**src/rtl/ecc_mon_pkg.sv**
```systemverilog
// Package: shared constants for the ECC error monitor.
// Assumes byte offsets that fit in the register address width of the top.
package ecc_mon_pkg;
    localparam int unsigned OFS_CTRL     = 'h00;
    localparam int unsigned OFS_SBE_ADDR = 'h04;
    localparam int unsigned OFS_DBE_ADDR = 'h08;
    localparam int unsigned OFS_SBE_STAT = 'h0C;
    localparam int unsigned OFS_DBE_STAT = 'h10;
    localparam int unsigned NUM_CLASSES  = 2;   // index 0 = single, 1 = double
endpackage

```
**src/rtl/ecc_mon_ctrl_reg.sv**
```systemverilog
// Module: control register holding the ECC enable and the syndrome flip mask.
// Assumes wr_i is already qualified with the control-register decode.
module ecc_mon_ctrl_reg #(
    parameter int MASK_W = 8
) (
    input  logic              clk,
    input  logic              rst_n,
    input  logic              wr_i,
    input  logic [MASK_W:0]   wdata_i,
    output logic              en_o,
    output logic [MASK_W-1:0] mask_o
);
    // Load enable and mask on a qualified write; clear on reset.
    always_ff @(posedge clk) begin
        if (!rst_n) begin
            en_o   <= 1'b0;
            mask_o <= '0;
        end else if (wr_i) begin
            en_o   <= wdata_i[0];
            mask_o <= wdata_i[MASK_W:1];
        end
    end
endmodule

```
**src/rtl/ecc_mon_capture.sv**
```systemverilog
// Module: sticky status flag plus first-error address latch for one error class.
// Assumes ev_i is a single-cycle pulse and clr_i is a decoded write-one-to-clear.
module ecc_mon_capture #(
    parameter int ADDR_W = 15
) (
    input  logic              clk,
    input  logic              rst_n,
    input  logic              en_i,
    input  logic              ev_i,
    input  logic [ADDR_W-1:0] ev_addr_i,
    input  logic              clr_i,
    output logic              status_o,
    output logic [ADDR_W-1:0] addr_o
);
    logic hit;
    assign hit = en_i & ev_i;

    // Status: a set wins over a clear in the same cycle.
    always_ff @(posedge clk) begin
        if (!rst_n)     status_o <= 1'b0;
        else if (hit)   status_o <= 1'b1;
        else if (clr_i) status_o <= 1'b0;
    end

    // Address: captured only when the flag was clear before this cycle.
    always_ff @(posedge clk) begin
        if (!rst_n)                addr_o <= '0;
        else if (hit && !status_o) addr_o <= ev_addr_i;
    end

    // a set flag freezes the captured address
    p_addr_frozen_r4: assert property (@(posedge clk) disable iff (!rst_n)
        status_o |=> $stable(addr_o));
    // an enabled error always leaves the flag set
    p_set_wins_r8: assert property (@(posedge clk) disable iff (!rst_n)
        (en_i && ev_i) |=> status_o);
    // the first error's address is the one captured
    p_first_capture_r5: assert property (@(posedge clk) disable iff (!rst_n)
        (en_i && ev_i && !status_o) |=> (addr_o == $past(ev_addr_i)));
    // a disabled block does not raise a clear flag
    p_disabled_quiet_r9: assert property (@(posedge clk) disable iff (!rst_n)
        (!en_i && !status_o) |=> !status_o);
endmodule

```
**src/rtl/ecc_err_monitor.sv**
```systemverilog
// Module: top of the ECC error monitor; decodes the register window,
// instantiates the control register and one capture unit per error class.
// Assumes single-cycle writes and a combinational read path.
module ecc_err_monitor #(
    parameter int REG_AW = 5,
    parameter int ERR_AW = 15,
    parameter int MASK_W = 8
) (
    input  logic              clk,
    input  logic              rst_n,
    input  logic [REG_AW-1:0] reg_addr,
    input  logic              reg_wr,
    input  logic [31:0]       reg_wdata,
    output logic [31:0]       reg_rdata,
    input  logic              ev_single,
    input  logic              ev_double,
    input  logic [ERR_AW-1:0] ev_addr,
    output logic              ecc_en,
    output logic [MASK_W-1:0] syn_flip,
    output logic              irq
);
    import ecc_mon_pkg::*;

    localparam logic [REG_AW-1:0] A_CTRL = REG_AW'(OFS_CTRL);
    localparam logic [REG_AW-1:0] A_SADR = REG_AW'(OFS_SBE_ADDR);
    localparam logic [REG_AW-1:0] A_DADR = REG_AW'(OFS_DBE_ADDR);
    localparam logic [REG_AW-1:0] A_SST  = REG_AW'(OFS_SBE_STAT);
    localparam logic [REG_AW-1:0] A_DST  = REG_AW'(OFS_DBE_STAT);

    logic [NUM_CLASSES-1:0] ev_vec, clr_vec, st_vec;
    logic [ERR_AW-1:0]      addr_arr [NUM_CLASSES];
    logic                   unused_wdata;

    assign unused_wdata = ^reg_wdata[31:MASK_W+1];
    assign ev_vec  = {ev_double, ev_single};
    assign clr_vec = {reg_wr && reg_addr == A_DST && reg_wdata[0],
                      reg_wr && reg_addr == A_SST && reg_wdata[0]};

    ecc_mon_ctrl_reg #(.MASK_W(MASK_W)) u_ctrl (
        .clk     (clk),
        .rst_n   (rst_n),
        .wr_i    (reg_wr && reg_addr == A_CTRL),
        .wdata_i (reg_wdata[MASK_W:0]),
        .en_o    (ecc_en),
        .mask_o  (syn_flip)
    );

    for (genvar c = 0; c < NUM_CLASSES; c++) begin : g_class
        ecc_mon_capture #(.ADDR_W(ERR_AW)) u_cap (
            .clk       (clk),
            .rst_n     (rst_n),
            .en_i      (ecc_en),
            .ev_i      (ev_vec[c]),
            .ev_addr_i (ev_addr),
            .clr_i     (clr_vec[c]),
            .status_o  (st_vec[c]),
            .addr_o    (addr_arr[c])
        );
    end

    assign irq = |st_vec;

    // Read mux: mapped offsets return their fields, all else reads zero.
    always_comb begin
        reg_rdata = '0;
        case (reg_addr)
            A_CTRL: reg_rdata = {{(31-MASK_W){1'b0}}, syn_flip, ecc_en};
            A_SADR: reg_rdata = {{(32-ERR_AW){1'b0}}, addr_arr[0]};
            A_DADR: reg_rdata = {{(32-ERR_AW){1'b0}}, addr_arr[1]};
            A_SST:  reg_rdata = {31'b0, st_vec[0]};
            A_DST:  reg_rdata = {31'b0, st_vec[1]};
            default: reg_rdata = '0;
        endcase
    end

    // an interrupt only rises after an enabled error pulse
    p_irq_cause_r7: assert property (@(posedge clk) disable iff (!rst_n)
        $rose(irq) |-> $past(ecc_en && (ev_single || ev_double)));
endmodule

```
**config.mk**
```make
export PLATFORM = sky130hd
export DESIGN_NAME = ecc_err_monitor
export DESIGN_NICKNAME = d
export VERILOG_FILES = /design/src/rtl/ecc_mon_pkg.sv /design/src/rtl/ecc_mon_ctrl_reg.sv /design/src/rtl/ecc_mon_capture.sv /design/src/rtl/ecc_err_monitor.sv
export SDC_FILE = /design/constraint.sdc
export NUM_CORES = 1
export LEC_CHECK = 0
export ABC_AREA = 1
export BUFFER_PORTS_ARGS = -buffer_cell sky130_fd_sc_hd__buf_2
export CORE_AREA = 2 2 80 82
export CTS_CLUSTER_DIAMETER = 50
export DETAILED_ROUTE_END_ITERATION = 7
export DIE_AREA = 0 0 82 84
export PLACE_DENSITY = 0.67
export SKIP_CTS_REPAIR_TIMING = 1
export SLEW_MARGIN = 20
export SYNTH_ARGS = -nofsm -noshare
export SYNTH_HDL_FRONTEND = slang
export SYNTH_HIERARCHICAL = 1
export SYNTH_SLANG_ARGS = --single-unit
```
**constraint.sdc**
```tcl
create_clock -name clk -period 1.3 [get_ports clk]
set_input_delay 0 -clock clk [delete_from_list [all_inputs] [get_ports clk]]
set_output_delay 0 -clock clk [all_outputs]
set_load 0.05 [all_outputs]
```
## Word-level counts from Yosys, hierarchy flattened

Index checks and enable logic that the tools add are counted.
W data, S select, Z words.

- Input port bits: 57
- Register bits: 41

- Reductions and logical operators: 13
- Equality and inequality tests: 4
- Bitwise gates (word level): 2
- Muxes and demuxes: 5

Operators with widths:

| cell | number |
|---|---|
| $pmux W15 S5 | 1 |
| $eq A5 B4 Y1 const B | 2 |
| $logic_and A1 B1 Y1 | 7 |
| $eq A5 B3 Y1 const B | 1 |
| $eq A5 B5 Y1 const B | 1 |
| $logic_not A5 Y1 | 1 |
| $mux W1 | 4 |
| $reduce_bool A2 Y1 | 2 |
| $and A1 B1 Y1 | 2 |
| $logic_not A1 Y1 | 2 |
| $reduce_or A2 Y1 | 1 |

## Longest topological paths before layout

- Depth in word-level cells: 5
- Mapped depth: 9
- Gate-level depth less buffers: 7

## Modules after synthesis

The synthesis kept the hierarchy.

By module, submodules not included:

| module | times used | area an instance (um^2) | seq. area each (um^2) | cells each |
|---|---|---|---|---|
| ecc_mon_capture | 2 | 665.6 | 320.3 | 100 |
| ecc_err_monitor | 1 | 568.0 | 0.0 | 102 |
| ecc_mon_ctrl_reg | 1 | 446.7 | 180.2 | 57 |

## Least setup slack after synthesis

No wires, ideal clock.

- Kind: flip-flop to flip-flop
- Start: register u_ctrl.en_o
- End: register g_class[0].u_cap.addr_o[0]
- Setup time: 113 ps
- Stages on the path, launching flop included: 5
- Buffers on the path: 1
- Data arrival time: 1,232 ps
- Setup slack: -45 ps
- Cells stage by stage: dfxtp_1 -> nand3_2 -> buf_2 -> nor2_1 -> nor2_1

- Cells in the longest elaborated chain, start to end: 2

RTL lines:

| item | line | RTL |
|---|---|---|
| start: declaration | ecc_mon_ctrl_reg.sv:10 | `output logic en_o,` |
| start signal: assignment | ecc_mon_ctrl_reg.sv:19 | `en_o <= wdata_i[0];` |
| $and A1 B1 Y1 | ecc_mon_capture.sv:16 | `assign hit = en_i & ev_i;` |
| $logic_and A1 B1 Y1 | ecc_mon_capture.sv:28 | `else if (hit && !status_o) addr_o <= ev_addr_i;` |
| end signal: assignment | ecc_mon_capture.sv:28 |  |
| end: declaration | ecc_mon_capture.sv:13 | `output logic [ADDR_W-1:0] addr_o` |

Every way passes these cells.
A chain may end at the register's enable or synchronous reset.

## Worst setup path in the final report

- Start: register u_ctrl.en_o
- End: output port reg_rdata[0]

- Cells in the longest elaborated chain, start to end: 1

RTL lines:

| item | line | RTL |
|---|---|---|
| $pmux W15 S5 | ecc_err_monitor.sv:66 | `case (reg_addr)` |
| end: declaration | ecc_err_monitor.sv:14 | `output logic [31:0] reg_rdata,` |

Every way passes these cells.

==> impl.org <==
** Run
- Max-cap violations in this run came to 0.

** STA
- The worst path meets setup with between 100 and 150 ps of slack.
- Based on the critical path, the design can be clocked at up to 836 MHz.
- Final period utilization :: between 90% and 100%
- Final hold violations :: 0
- Skew final :: 6.45 ps
- Setup violations remaining at the end of the flow were counted as 0.
- Counting I/O delays and the setup requirement, the final critical path takes about 1200 ps.
- Setup repair after global routing left no endpoint under its margin.
- Final Max Tran Viols :: 0
- Total negative slack for setup checks :: 0 ps

** Die
- The die covers between 0.006 and 0.007 sq mm.
- During I/O placement, the number of pins put on the boundary was slightly below 100.
- Die X :: 82 microns
- Initial Util :: about two fifths
- Die Y-Extent :: 84 microns
- Placeable core area :: between 0.006 and 0.007 sq mm
- In this run the core area contains 29 standard-cell rows.

** Yosys
- Number of distinct library cell variants in the gate-level netlist after synthesis :: 24
- The share of the Yosys chip area taken by registers is roughly a third.
- After synthesis the cells add up to about 0.0023 sq mm.
- In this run the mean area of a mapped cell was about 6.5 sq um.
- Synthesis Warnings :: 6
- Synthesis inferred around 40 register bits.
- Cell count after synthesis :: 359

** Route
- After detailed routing, the average wire length per cell comes to 9.94 microns.
- In the routed layout, each cell is associated on average with a via count of 4.31.
- Total number of vias :: about 2,200
- The detail route stage leaves a number of antenna-violating nets equal to 0.
- TritonRoute pass-1 iters :: 4
- Initial DRC Count :: roughly 110
- DRC :: 0
- The final layout contains routed wiring with a total length of 5100 microns.

** CTS
- In this run the clock root is driven by a sky130_fd_sc_hd__clkbuf_8.
- CTS HTree Levels :: 2
- Clock-pin slew was measured on the worst setup and hold paths at roughly 80 ps.
- TritonCTS Buffers :: 5
- CTS tree :: done
- Skew-Pair Late Insertion Delay :: ~300 ps
- The tree built by TritonCTS fans out to between 40 and 50 sinks.
- Number of buffers between clock root and the deepest sink :: 2

** Finish
- Number of diodes :: 0
- Leading cell type in the layout, fill and taps excluded :: sky130_fd_sc_hd__nand2_1
- Relative to the synthesized area, the layout overhead comes to 24.2%.
- Fraction of layout cells with a size suffix above 1 :: between 20% and 30%
- Total number of nets in the final design :: between 400 and 500
- In the layout the commonest cells are sky130_fd_sc_hd__nand2_1, sky130_fd_sc_hd__nor2_1, sky130_fd_sc_hd__buf_2.
- The filler cells instantiated in the layout total 647.

** GRT
- For this run, global-route usage on met1 was measured as about a fifth.
- The via count of the first global-routing pass was between 1,500 and 2,000.
- Highest-utilization routing layer at the global route stage :: met2
- In the global route stage, met2 resource usage came out at about a quarter.
- The first global-routing pass estimated between 8000 and 9000 microns of wire.
- GRT Util Overall :: 15.6%
- Largest net degree at the start of global routing :: 31
- The number of antenna violations at the first check in global routing is 0.
- For met3 alone, demand over resource in global routing was around 4.7%.
- For this run the aggregate overflow at the end of global routing stands at 0.

** Worst setup path
- The worst setup path is launched from a flop.
- Largest fanout on the critical path :: 7
- Crit end category :: primary output
- Kind of critical path :: flop to primary output
- Worst path required time :: 1300 ps
- Arrival @ worst endpoint :: about 1200 ps

** Hold path
- Worst Hold Class :: input pin to flop

** Power
- For this design the static power due to leakage is between 1.5 and 2 nW.
- VDD IR-drop max :: 0.000414 V
- Pwr dens :: between 800 and 900 mW/mm^2
- The design draws 2.48 mW.

** Run status
- Result of the run :: completed

** Placement
- Half-perimeter wire length after placement :: roughly 3700 microns
- During placement, the flow inserted port buffers numbering 58.
- Prior to clock tree synthesis, the placed netlist has a worst setup slack of 64.0 ps.
- Routability congestion estimate from global placement :: approximately 0.7
## power by group
group	leakage (nW)	internal [mW]	switching, mW
logic	1.18	0.116	0.254
registers	0.331	1.27	0.00837
clock network	0.0374	0.378	0.461
total	1.55	1.76	0.723
## layout make-up
class	instances	area, sq um	area share [%]
sequential	41	822	28.2
clock buffer	6	72.6	2.49
tap	77	96.3	3.31
clock inverter	2	15.0	0.515
inverter	55	206	7.09
multi-input combinational	248	1120	38.5
timing repair buffer	84	578	19.8
## critical path, stage by stage, from the launching register on
cell,delay (ps)
sky130_fd_sc_hd__dfxtp_2,420
sky130_fd_sc_hd__nand2_1,70
sky130_fd_sc_hd__nand2_1,60
sky130_fd_sc_hd__inv_1,40
sky130_fd_sc_hd__nand2_1,60
sky130_fd_sc_hd__buf_2,250
## sequential cells by signal (all words and copies together) (netlist names)
signal                  flops
g_class.u_cap/addr_o       30
u_ctrl/mask_o               8
g_class.u_cap/status_o      2
u_ctrl/en_o                 1
## logic make-up after synthesis
kind of cell	after synthesis	synth area share, %
DFF	41	35.0
other	1	0.160
and+or+nand+nor	223	43.0
buffers and inverters	86	19.9
AOI/OAI and AO/OA	8	1.92
## layer usage
metal	vias to the layer above	part of all wire, %
li1	1189	-
met1	951	46
met2	62	47
met3	8	5.8
met4	0	2.0
met5	-	0
## synth_stat cells
master,count,area [sq um]
sky130_fd_sc_hd__nor2_2,19,119
sky130_fd_sc_hd__nand2_1,99,372
sky130_fd_sc_hd__conb_1,1,3.75
sky130_fd_sc_hd__clkbuf_8,1,13.8
sky130_fd_sc_hd__or2_1,2,12.5
sky130_fd_sc_hd__dfxtp_1,41,821
sky130_fd_sc_hd__or2_2,1,6.26
sky130_fd_sc_hd__nor2_1,64,240
sky130_fd_sc_hd__nand3_2,3,30.0
sky130_fd_sc_hd__nor3_1,2,10.0
sky130_fd_sc_hd__buf_4,18,135
sky130_fd_sc_hd__nor3_4,1,16.3
sky130_fd_sc_hd__inv_1,51,191
sky130_fd_sc_hd__o21ai_1,6,30.0
sky130_fd_sc_hd__buf_2,5,25.0
sky130_fd_sc_hd__buf_6,6,67.6
sky130_fd_sc_hd__nand2_4,1,11.3
sky130_fd_sc_hd__inv_2,4,15.0
sky130_fd_sc_hd__a21boi_0,2,15.0
sky130_fd_sc_hd__nand2_2,1,6.26
sky130_fd_sc_hd__buf_12,1,20.0
sky130_fd_sc_hd__nor2_4,2,22.5
sky130_fd_sc_hd__nand4_1,18,113
sky130_fd_sc_hd__nand3_1,10,50.1
## metrics by stage
step / cell area [sq um] / std cells / utilization, % / hold slack (ps)
after detailed placement: 2650 / 488 / 43.5 / 243
after floorplan: 2410 / 375 / - / 120
after global routing: 2910 / 513 / 47.8 / 21.9
final: 2910 / 513 / 47.8 / 0.585
after CTS: 2740 / 496 / 44.9 / -71.9
after global placement: 2650 / 488 / 43.5 / 237
## worst paths after layout
check        depth (start not counted)                         end  slack (ps)              from
max                                  5                reg_rdata[0]         100       u_ctrl/en_o
min                                  5            u_ctrl/mask_o[2]         0.6      reg_wdata[3]
min reg2reg                          2            u_ctrl/mask_o[1]         500  u_ctrl/mask_o[1]
max reg2reg                          5  g_class[1].u_cap/addr_o[6]         300       u_ctrl/en_o
Note: power is estimated with default switching activity, not from simulation.
